## src/rtl/bmdma_engine.sv

```systemverilog
module bmdma_engine (
  input  logic        clk,
  input  logic        rst_n,
  input  logic        reg_wr,
  input  logic [2:0]  reg_addr,
  input  logic [31:0] reg_wdata,
  output logic [31:0] reg_rdata,
  output logic        mem_req,
  output logic        mem_we,
  output logic [31:0] mem_addr,
  output logic [31:0] mem_wdata,
  input  logic        mem_gnt,
  input  logic        mem_err,
  input  logic [31:0] mem_rdata,
  input  logic        drv_req,
  output logic        drv_ack,
  input  logic [15:0] drv_rdata,
  output logic [15:0] drv_wdata,
  output logic        irq
);

  typedef enum logic [2:0] {S_IDLE, S_DA, S_DC, S_MEM, S_DRV} state_t;

  state_t      st;
  logic        go_q, dir_q, err_q, irq_q, last_q;
  logic [1:0]  cap_q;
  logic [31:2] base_q, ptr_q;
  logic [31:1] addr_q;
  logic [16:0] cnt_q;
  logic [15:0] buf_q;

  wire cmd_wr  = reg_wr && reg_addr == 3'd0;
  wire sts_wr  = reg_wr && reg_addr == 3'd2;
  wire base_wr = reg_wr && reg_addr == 3'd4;
  wire busy    = st != S_IDLE;
  wire abort   = cmd_wr && !reg_wdata[0];
  wire start   = cmd_wr && reg_wdata[0] && !go_q && !busy;
  wire bus_ok  = mem_req && mem_gnt && !mem_err;
  wire bus_bad = mem_req && mem_gnt && mem_err;
  wire step    = (st == S_MEM && bus_ok && dir_q) || (st == S_DRV && drv_ack && !dir_q);
  wire reg_end = step && cnt_q <= 17'd2;
  wire done    = reg_end && last_q;

  assign mem_req   = st == S_DA || st == S_DC || st == S_MEM;
  assign mem_we    = st == S_MEM && dir_q;
  assign mem_wdata = {16'h0000, buf_q};
  assign drv_ack   = st == S_DRV && drv_req;
  assign drv_wdata = buf_q;
  assign irq       = irq_q;

  always_comb begin
    case (st)
      S_DA:    mem_addr = {ptr_q, 2'b00};
      S_DC:    mem_addr = {ptr_q + 30'd1, 2'b00};
      default: mem_addr = {addr_q, 1'b0};
    endcase
  end

  always_comb begin
    case (reg_addr)
      3'd0:    reg_rdata = {24'h0, 4'h0, dir_q, 2'b00, go_q};
      3'd2:    reg_rdata = {24'h0, 1'b0, cap_q, 2'b00, irq_q, err_q, busy};
      3'd4:    reg_rdata = {base_q, 2'b00};
      default: reg_rdata = 32'h0;
    endcase
  end

  always_ff @(posedge clk) begin
    if (!rst_n) begin
      st     <= S_IDLE;
      go_q   <= 1'b0;
      dir_q  <= 1'b0;
      err_q  <= 1'b0;
      irq_q  <= 1'b0;
      last_q <= 1'b0;
      cap_q  <= 2'b00;
      base_q <= '0;
      ptr_q  <= '0;
      addr_q <= '0;
      cnt_q  <= '0;
      buf_q  <= '0;
    end else begin
      if (cmd_wr) begin
        go_q <= reg_wdata[0];
        if (!busy) dir_q <= reg_wdata[3];
      end
      if (base_wr) base_q <= reg_wdata[31:2];
      if (sts_wr) begin
        cap_q <= reg_wdata[6:5];
        if (reg_wdata[1]) err_q <= 1'b0;
        if (reg_wdata[2]) irq_q <= 1'b0;
      end
      if (bus_bad && !abort) begin
        err_q <= 1'b1;
        irq_q <= 1'b1;
      end
      if (done && !abort) irq_q <= 1'b1;

      if (abort) st <= S_IDLE;
      else if (start) begin
        st    <= S_DA;
        ptr_q <= base_q;
      end else if (bus_bad) st <= S_IDLE;
      else begin
        case (st)
          S_DA: if (bus_ok) begin
            addr_q <= mem_rdata[31:1];
            st     <= S_DC;
          end
          S_DC: if (bus_ok) begin
            cnt_q  <= {mem_rdata[15:0] == 16'h0, mem_rdata[15:0]};
            last_q <= mem_rdata[31];
            st     <= dir_q ? S_DRV : S_MEM;
          end
          S_MEM: if (bus_ok && !dir_q) begin
            buf_q <= mem_rdata[15:0];
            st    <= S_DRV;
          end
          S_DRV: if (drv_ack && dir_q) begin
            buf_q <= drv_rdata;
            st    <= S_MEM;
          end
          default: ;
        endcase
        if (step) begin
          addr_q <= addr_q + 31'd1;
          cnt_q  <= cnt_q - 17'd2;
          if (reg_end) begin
            if (last_q) st <= S_IDLE;
            else begin
              ptr_q <= ptr_q + 30'd2;
              st    <= S_DA;
            end
          end else st <= dir_q ? S_DRV : S_MEM;
        end
      end
    end
  end

endmodule

```

## config.mk

```make
export PLATFORM = sky130hd
export DESIGN_NAME = bmdma_engine
export DESIGN_NICKNAME = d
export VERILOG_FILES = /design/src/rtl/bmdma_engine.sv
export SDC_FILE = /design/constraint.sdc
export NUM_CORES = 1
export LEC_CHECK = 0
export BUFFER_PORTS_ARGS = -buffer_cell sky130_fd_sc_hd__buf_2
export CORE_MARGIN = 3
export CORE_UTILIZATION = 50
export DETAILED_ROUTE_END_ITERATION = 12
export HOLD_SLACK_MARGIN = 0.12
export PLACE_DENSITY = 0.78
export SKIP_CTS_REPAIR_TIMING = 1
export SYNTH_ARGS = -nofsm -noshare
export SYNTH_HDL_FRONTEND = slang
export SYNTH_SLANG_ARGS = --single-unit
```

## constraint.sdc

```tcl
create_clock -name clk -period 2.55 [get_ports clk]
set_clock_uncertainty 0.1 [all_clocks]
set_input_delay 0.255 -clock clk [delete_from_list [all_inputs] [get_ports clk]]
set_output_delay 0.255 -clock clk [all_outputs]
set_load 0.01 [all_outputs]
```

==> results by group, run 1 <==
Min path
  • Min-Delay Startpoint: drv_rdata[9]
  • Min-Delay Path Class: in2reg

Die
  • Std cell rows: 47
  • I/O pin cnt: 205
  • Core Area: 16800 um2
  • Die area: 18900 um2
  • Initial Utilization: 0.516
  • Die W: 138 um
  • Die H: 138 um

Yosys
  • Top cells by area, synth: dfxtp_1 (31%), nand2_1 (8.0%), a21oi_1 (6.6%)
  • Seq/Total Area, Yosys: 0.310
  • Top FF cell, synth: dfxtp_1
  • Post-synthesis simple-gate area fraction: 0.289
  • Post-Synth XOR/XNOR Area: 0.00101
  • Mapped Cells: 1215
  • Synth async-reset ratio: 0
  • Post-synthesis compound-gate area fraction: 0.284
  • Largest family of logic cells by synthesized area: simple AND/OR/NAND/NOR gates
  • Flops & latches, synth: 134
  • Post-synth top area cell: dfxtp_1
  • Post-synth EDFFs: 0
  • Synth warn: 0
  • Post-synthesis adder-cell area fraction: 0.00579
  • Mux cell area share after synthesis: 0.0266
  • Mapped cell area: 8650 um2
  • Synth top area share: 0.310
  • Avg Cell Area, Syn: 7.12 um2
  • Netlist cell types: 77

Route
  • Initial drt markers: 1332
  • Vias post-DR: 10500
  • Post-Route WL: 31.8 mm
  • Mean routed wirelength per cell: 18.8 um
  • Post-route ant nets: 0
  • Vias per cell: 6.23
  • Post-route DRC: 0
  • Router iterations before antenna repair: 6

Power
  • Leakage power: 4.83 nW
  • PD cells: 447 nW/um2
  • Reg power frac: 0.412
  • Gate power share: 0.086
  • NetSw: 1.23 mW
  • Clk pwr share: 0.502
  • Max VDD drop: 0.500 mV
  • Switching Share: 0.238
  • Int Power: 3.94 mW
  • Tot Pwr: 5.17 mW

GRT
  • Antenna violations before repair: 0
  • Met1 usage: 0.415
  • GRT Resource Usage Total: 0.308
  • Met3 Track Usage GR: 0.0599
  • Gr busiest metal: met2
  • GRT overflow: 0
  • Global-route wire length before repair: 46.6 mm
  • Vias in the first global route: 9171
  • Grt met2 use: 0.482
  • Pin count of the biggest net entering global routing: 95

Worst setup path
  • Buffering stage count on the worst path with inverters included: 2
  • CP Cell Sequence: and4_2, nand3_4, buf_4, nor2_1, a31oi_1, o21ai_1, nand3_2, buf_6
  • Max incr delay on CP: 460 ps
  • CP endpoint kind: primary output
  • Setup CP Type: reg2out
  • Crit path launch: ptr_q[10]
  • Slowest stage cell on the critical path: dfxtp_1
  • Critical R2R Launch: cnt_q[11]
  • Delay-heaviest family, CP: simple AND/OR/NAND/NOR gates
  • Startpoint types: flop
  • WP data arrival: 2390 ps
  • CP required: 2190 ps
  • CP max FO: 6

Clocking
  • H-tree depth: 4
  • CTS tree: built
  • Worst-skew pair later-pin latency: 430 ps
  • Max clock buf depth: 2
  • Clk sinks: 134
  • Num CTS Buffers: 17
  • Root buffer cell: clkbuf_16
  • CTS clk-pin slew, worst paths: 60 ps

STA
  • Final Hold Viols: 0
  • Min Tclk post-route: 2740 ps
  • Setup violations, final: 17
  • Max_slew headroom: 0.455
  • Slew Limit Fails: 0
  • F_max: 364 MHz
  • Tcrit/Tclk final: 1.08
  • Setup TNS: -972 ps
  • Worst slew pin tran: 814 ps
  • Final WS setup: -194 ps
  • Unrepaired setup endpoints after global routing: true

Final layout
  • Nets: 1553
  • Register area: 2710 um2
  • Area of the multi-input gates: 5570 um2
  • # fillers: 1350
  • N_diodes: 0
  • Layout cells sized above 1: 0.261
  • Area Growth Syn to Fin: 33.9%

Run status
  • Status: complete, but fails checks
  • Failing checks: setup timing

Place
  • I/O Buffers: 187
  • Placement Setup Slack: -20.4 ps
  • DPL Wire Length: 21.6 mm
  • RePlAce Congestion: 0.933

Run
  • Max Cap Viol: 0
==> worst min-delay path, delay by kind of cell <==
kind	cells	cell delay, ps
muxes	1	130
AOI/OAI and AO/OA	1	80
buffers and inverters	1	100
==> power by group through the flow <==
stage,logic (mW),registers (mW),clock network [mW]
after floorplan,0.203,2.17,0
after global placement,0.350,2.18,0
after detailed placement,0.352,2.18,0
after CTS,0.355,2.13,2.59
after global routing,0.477,2.13,2.70
final,0.443,2.13,2.60
==> metrics by stage <==
stage / hold WS [ps] / utilization / instance area [um2] / cells
5_1_grt: 121 / 0.691 / 11600 / 1692
4_1_cts: -44.1 / 0.636 / 10700 / 1625
3_5_place_dp: 363 / 0.599 / 10000 / 1594
6_report: 83.5 / 0.691 / 11600 / 1692
2_1_floorplan: 291 / - / 8710 / 1231
3_3_place_gp: 351 / 0.599 / 10000 / 1594
==> synth_stat cells (5+ instances only) <==
master      n
a211oi_1   27
a21o_1      6
a21oi_1   114
a221o_1    11
a22oi_1    11
a311oi_1    5
a31oi_1    17
and2_1     33
and3_1     24
and4_1      5
buf_2      14
buf_4      34
clkbuf_1   80
dfxtp_1   134
inv_1      16
mux2i_1    23
nand2_1   184
nand2b_1    6
nand3_1    40
nand4_1    17
nor2_1    113
nor2b_1     5
nor3_1     34
nor4_1     19
o211ai_1   17
o21ai_0    85
o22ai_1    11
o311ai_0   11
o31ai_1    12
o41ai_1     5
or3_1      15
==> kinds of logic after synthesis <==
group	count (synthesis)
flops	134
xor+xnor	1
simple gates	522
other cells	1
mux	23
fa+ha+maj	4
compound gates	381
buf+inv	149
==> final timing paths <==
kind	to	slack, ps	cells past startpoint
min reg2reg	cnt_q[14]	380	2
min	drv_wdata[9]	80	3
max reg2reg	ptr_q[14]	150	7
max	mem_addr[21]	-190	8
==> routing by layer <==
layer	vias up	part of all wire
li1	4893	-
met1	4847	0.40
met2	677	0.47
met3	116	0.097
met4	0	0.038
met5	-	0
==> cell type report <==
type / instances / area share
repair buffers: 343 / 0.204
multi-input cells: 948 / 0.481
clock inverters: 12 / 0.0155
flip-flops and latches: 134 / 0.234
clock buffers: 19 / 0.0374
well taps: 220 / 0.0238
inverters: 16 / 0.00519
==> layout by cell type, fill, tap and decap left out, types with 5 or more instances in the layout <==
cell type | Yosys | final
a211oi_1 | 27 | 27
a21o_1 | 6 | 6
a21oi_1 | 114 | 113
a221o_1 | 11 | 11
a22oi_1 | 11 | 11
a311oi_1 | 5 | 5
a31oi_1 | 17 | 17
and2_1 | 33 | 32
and3_1 | 24 | 21
buf_12 | 0 | 8
buf_2 | 14 | 186
buf_4 | 34 | 90
clkbuf_16 | 0 | 17
conb_1 | 1 | 17
dfxtp_1 | 134 | 119
dfxtp_2 | 0 | 13
dlygate4sd3_1 | 0 | 57
inv_1 | 16 | 14
mux2i_1 | 23 | 23
nand2_1 | 184 | 181
nand2b_1 | 6 | 6
nand3_1 | 40 | 33
nand4_1 | 17 | 17
nor2_1 | 113 | 112
nor2b_1 | 5 | 5
nor3_1 | 34 | 31
nor4_1 | 19 | 16
o211ai_1 | 17 | 17
o21ai_0 | 85 | 72
o21ai_1 | 2 | 15
o22ai_1 | 11 | 11
o311ai_1 | 0 | 5
o311ai_2 | 0 | 6
o31ai_1 | 12 | 12
o41ai_1 | 5 | 5
or3_1 | 15 | 11
==> registers in the layout (all words and copies together), names as in the netlist <==
register and count:
ptr_q 30, base_q 30, last_q 1, err_q 1
irq 1, drv_wdata 16, cap_q 2, go_q 1
cnt_q 17, dir_q 1, st 3, addr_q 31
Note: power is estimated with default switching activity, not from simulation.
==> run 2, diff against run 1 <==
--- a/config.mk
+++ b/config.mk
@@ -5,9 +5,10 @@
 export SDC_FILE = /design/constraint.sdc
 export NUM_CORES = 1
 export LEC_CHECK = 0
+export ABC_AREA = 1
 export BUFFER_PORTS_ARGS = -buffer_cell sky130_fd_sc_hd__buf_2
 export CORE_MARGIN = 3
-export CORE_UTILIZATION = 50
+export CORE_UTILIZATION = 51
 export DETAILED_ROUTE_END_ITERATION = 12
 export HOLD_SLACK_MARGIN = 0.12
 export PLACE_DENSITY = 0.78
==> run 2 against run 1 <==
The run now ends clean. Synthesized cell count increased by 31%. Cell area increased by 1.9%. Via count increased by 9.5%. Critical path depth increased by 3. Utilization decreased by 4.3 points. Sequential share of layout area decreased by 0.44 points. Fmax increased by 9.9%. Routed wire length increased by 12%. Critical path type unchanged.
==> results by group, run 2 <==
Route
  • Vias post-DR: 11500 (was 10500)
  • Initial drt markers: 1329 (was 1332)
  • Post-Route WL: 35.6 mm (was 31.8 mm)
  • Vias per cell: 5.66 (was 6.23)
  • Mean routed wirelength per cell: 17.5 um (was 18.8 um)
  • Router iterations before antenna repair: 8 (was 6)
  • Post-route ant nets: 0 (unchanged)
  • Post-route DRC: 0 (unchanged)

GRT
  • Pin count of the biggest net entering global routing: 59 (was 95)
  • GRT overflow: 0 (unchanged)
  • Antenna violations before repair: 0 (unchanged)
  • Global-route wire length before repair: 53.5 mm (was 46.6 mm)
  • GRT Resource Usage Total: 0.330 (was 0.308)
  • Vias in the first global route: 9825 (was 9171)

Die
  • Core Area: 18200 um2 (was 16800 um2)
  • Die W: 143 um (was 138 um)
  • Std cell rows: 49 (was 47)
  • I/O pin cnt: 205 (unchanged)
  • Die H: 143 um (was 138 um)
  • Initial Utilization: 0.528 (was 0.516)
  • Die area: 20500 um2 (was 18900 um2)

Power
  • Tot Pwr: 7.38 mW (was 5.17 mW)
  • PD cells: 625 nW/um2 (was 447 nW/um2)
  • Leakage power: 4.93 nW (was 4.83 nW)
  • Max VDD drop: 0.475 mV (was 0.500 mV)

Yosys
  • Synth top area share: 0.279 (was 0.310)
  • Netlist cell types: 49 (was 77)
  • Post-synth top area cell: dfxtp_1 (unchanged)
  • Top FF cell, synth: dfxtp_1 (unchanged)
  • Top cells by area, synth: dfxtp_1 (28%), nand2_1 (15%), nor2_1 (10%) (was dfxtp_1 (31%), nand2_1 (8.0%), a21oi_1 (6.6%))
  • Avg Cell Area, Syn: 6.06 um2 (was 7.12 um2)
  • Post-synth top cells: nand2_1 (390), nor2_1 (256), inv_1 (140) (was nand2_1 (184), dfxtp_1 (134), a21oi_1 (114))
  • Post-synth EDFFs: 0 (unchanged)
  • Mapped Cells: 1587 (was 1215)
  • Flops & latches, synth: 134 (unchanged)
  • Top-count cell post-synth: nand2_1 (unchanged)
  • Seq/Total Area, Yosys: 0.279 (was 0.310)
  • Mapped cell area: 9610 um2 (was 8650 um2)
  • Synth warn: 0 (unchanged)
  • Synth async-reset ratio: 0 (unchanged)

Worst setup path
  • Startpoint types: flop (unchanged)
  • CP endpoint kind: primary output (unchanged)
  • CP max FO: 7 (was 6)
  • CP required: 2190 ps (about the same)
  • WP data arrival: 2140 ps (was 2390 ps)
  • Setup CP Type: reg2out (unchanged)

Run
  • Max Cap Viol: 0 (unchanged)

Final layout
  • Nets: 1888 (was 1553)
  • Register area: 2710 um2 (about the same)
  • Most common cell after layout, fill and taps aside: nand2_1 (was buf_2)
  • Largest registers: addr_q x31, base_q x30, ptr_q x30 (unchanged)
  • Final instance area: 11800 um2 (was 11600 um2)
  • # fillers: 1707 (was 1350)
  • Number of flip-flops in the largest register: 31 (unchanged)
  • Layout cells sized above 1: 0.205 (was 0.261)
  • Most frequent cells in the layout: nand2_1 (385), nor2_1 (239), buf_2 (187) (was buf_2 (186), nand2_1 (181), dfxtp_1 (119))
  • N_diodes: 0 (unchanged)
  • Area of the multi-input gates: 5920 um2 (was 5570 um2)
  • Post-Layout Cell Count: 2037 (was 1692)
  • Biggest register: addr_q (unchanged)
  • Area Growth Syn to Fin: 22.8% (was 33.9%)

Place
  • Dpl cell area: 10700 um2 (was 10000 um2)
  • RePlAce Congestion: 0.977 (was 0.933)
  • Dpl cells: 1964 (was 1594)
  • I/O Buffers: 187 (unchanged)
  • DPL Wire Length: 26.3 mm (was 21.6 mm)

Clocking
  • Root buffer cell: clkbuf_16 (unchanged)
  • Max clock buf depth: 2 (unchanged)
  • Worst-skew pair later-pin latency: 430 ps (about the same)
  • CTS tree: built (unchanged)
  • H-tree depth: 4 (unchanged)
  • Clk sinks: 134 (unchanged)
  • CTS clk-pin slew, worst paths: 60 ps (about the same)
  • Num CTS Buffers: 17 (unchanged)

STA
  • Final Hold Viols: 0 (unchanged)
  • Worst slew pin tran: 751 ps (was 814 ps)
  • Tcrit/Tclk final: 0.979 (was 1.08)
  • Max_slew headroom: 0.498 (was 0.455)
  • Setup TNS: 0 ps (was -972 ps)
  • Setup violations, final: 0 (was 17)
  • Min Tclk post-route: 2500 ps (was 2740 ps)
  • Slew Limit Fails: 0 (unchanged)
  • Unrepaired setup endpoints after global routing: true (unchanged)
  • F_max: 401 MHz (was 364 MHz)

Min path
  • Min-Delay Path Class: in2reg (unchanged)

Run status
  • Status: finished, final reports clean (was complete, but fails checks)
## run 2: worst paths after layout
| check | from | endpoint | slack (ps) | cells past startpoint |
|---|---|---|---|---|
| setup / recovery | ptr_q[3] | mem_addr[27] | 50 | 11 |
| hold / removal | mem_rdata[23] | addr_q[23] | 90 | 5 |
| setup reg to reg | cnt_q[1] | ptr_q[27] | 200 | 11 |
| hold reg to reg | cap_q[0] | cap_q[0] | 370 | 2 |
## run 2: area by class of cell
class,instances,share of cell area
clock inverters,15,0.0145
clock buffers,17,0.0361
well taps,229,0.0243
repair buffers,273,0.145
multi-input cells,1218,0.502
flip-flops and latches,134,0.229
inverters,151,0.0488
## run 2: worst max-delay path, cell delays in order, from the launching register on
cell and delay, ps:
dfxtp_4 380, ha_2 200, nand3_1 120, inv_2 90, nand2_1 110, nor2_2 140, nand2_1 70, nand2_1 80
nand3_1 70, o211ai_1 120, o221ai_1 160, buf_2 160
## run 2: report_power, final
group / leakage [nW] / total [mW] / internal [mW] / switching, mW
combinational: 3.54 / 2.38 / 0.796 / 1.58
clock: 0.296 / 2.54 / 1.47 / 1.07
sequential: 1.09 / 2.46 / 2.25 / 0.208
total: 4.93 / 7.38 / 4.52 / 2.86
## run 2: kinds of logic after synthesis
logic type	count (synthesis)	share of synthesized area
AND/OR/NAND/NOR	859	0.382
AO/OA/AOI/OAI	312	0.182
flip-flops	134	0.279
adder cells (fa/ha/maj)	4	0.00521
XOR/XNOR	10	0.00911
multiplexers	16	0.0187
other	1	0.000390
buffers and inverters	251	0.123
## run 2: metrics by stage
step	utilization	hold slack, ps	setup WS, ps
final	0.648	94.3	53.8
after global routing	0.648	121	-85.6
after CTS	0.618	-26.9	-265
after detailed placement	0.585	350	196
after global placement	0.585	341	300
after floorplan	-	294	627
## run 2: metal layers
layer  track usage  part of all wire
met5             0                 0
met4        0.0907             0.026
met3        0.0532             0.099
met2         0.485              0.43
met1         0.498              0.45
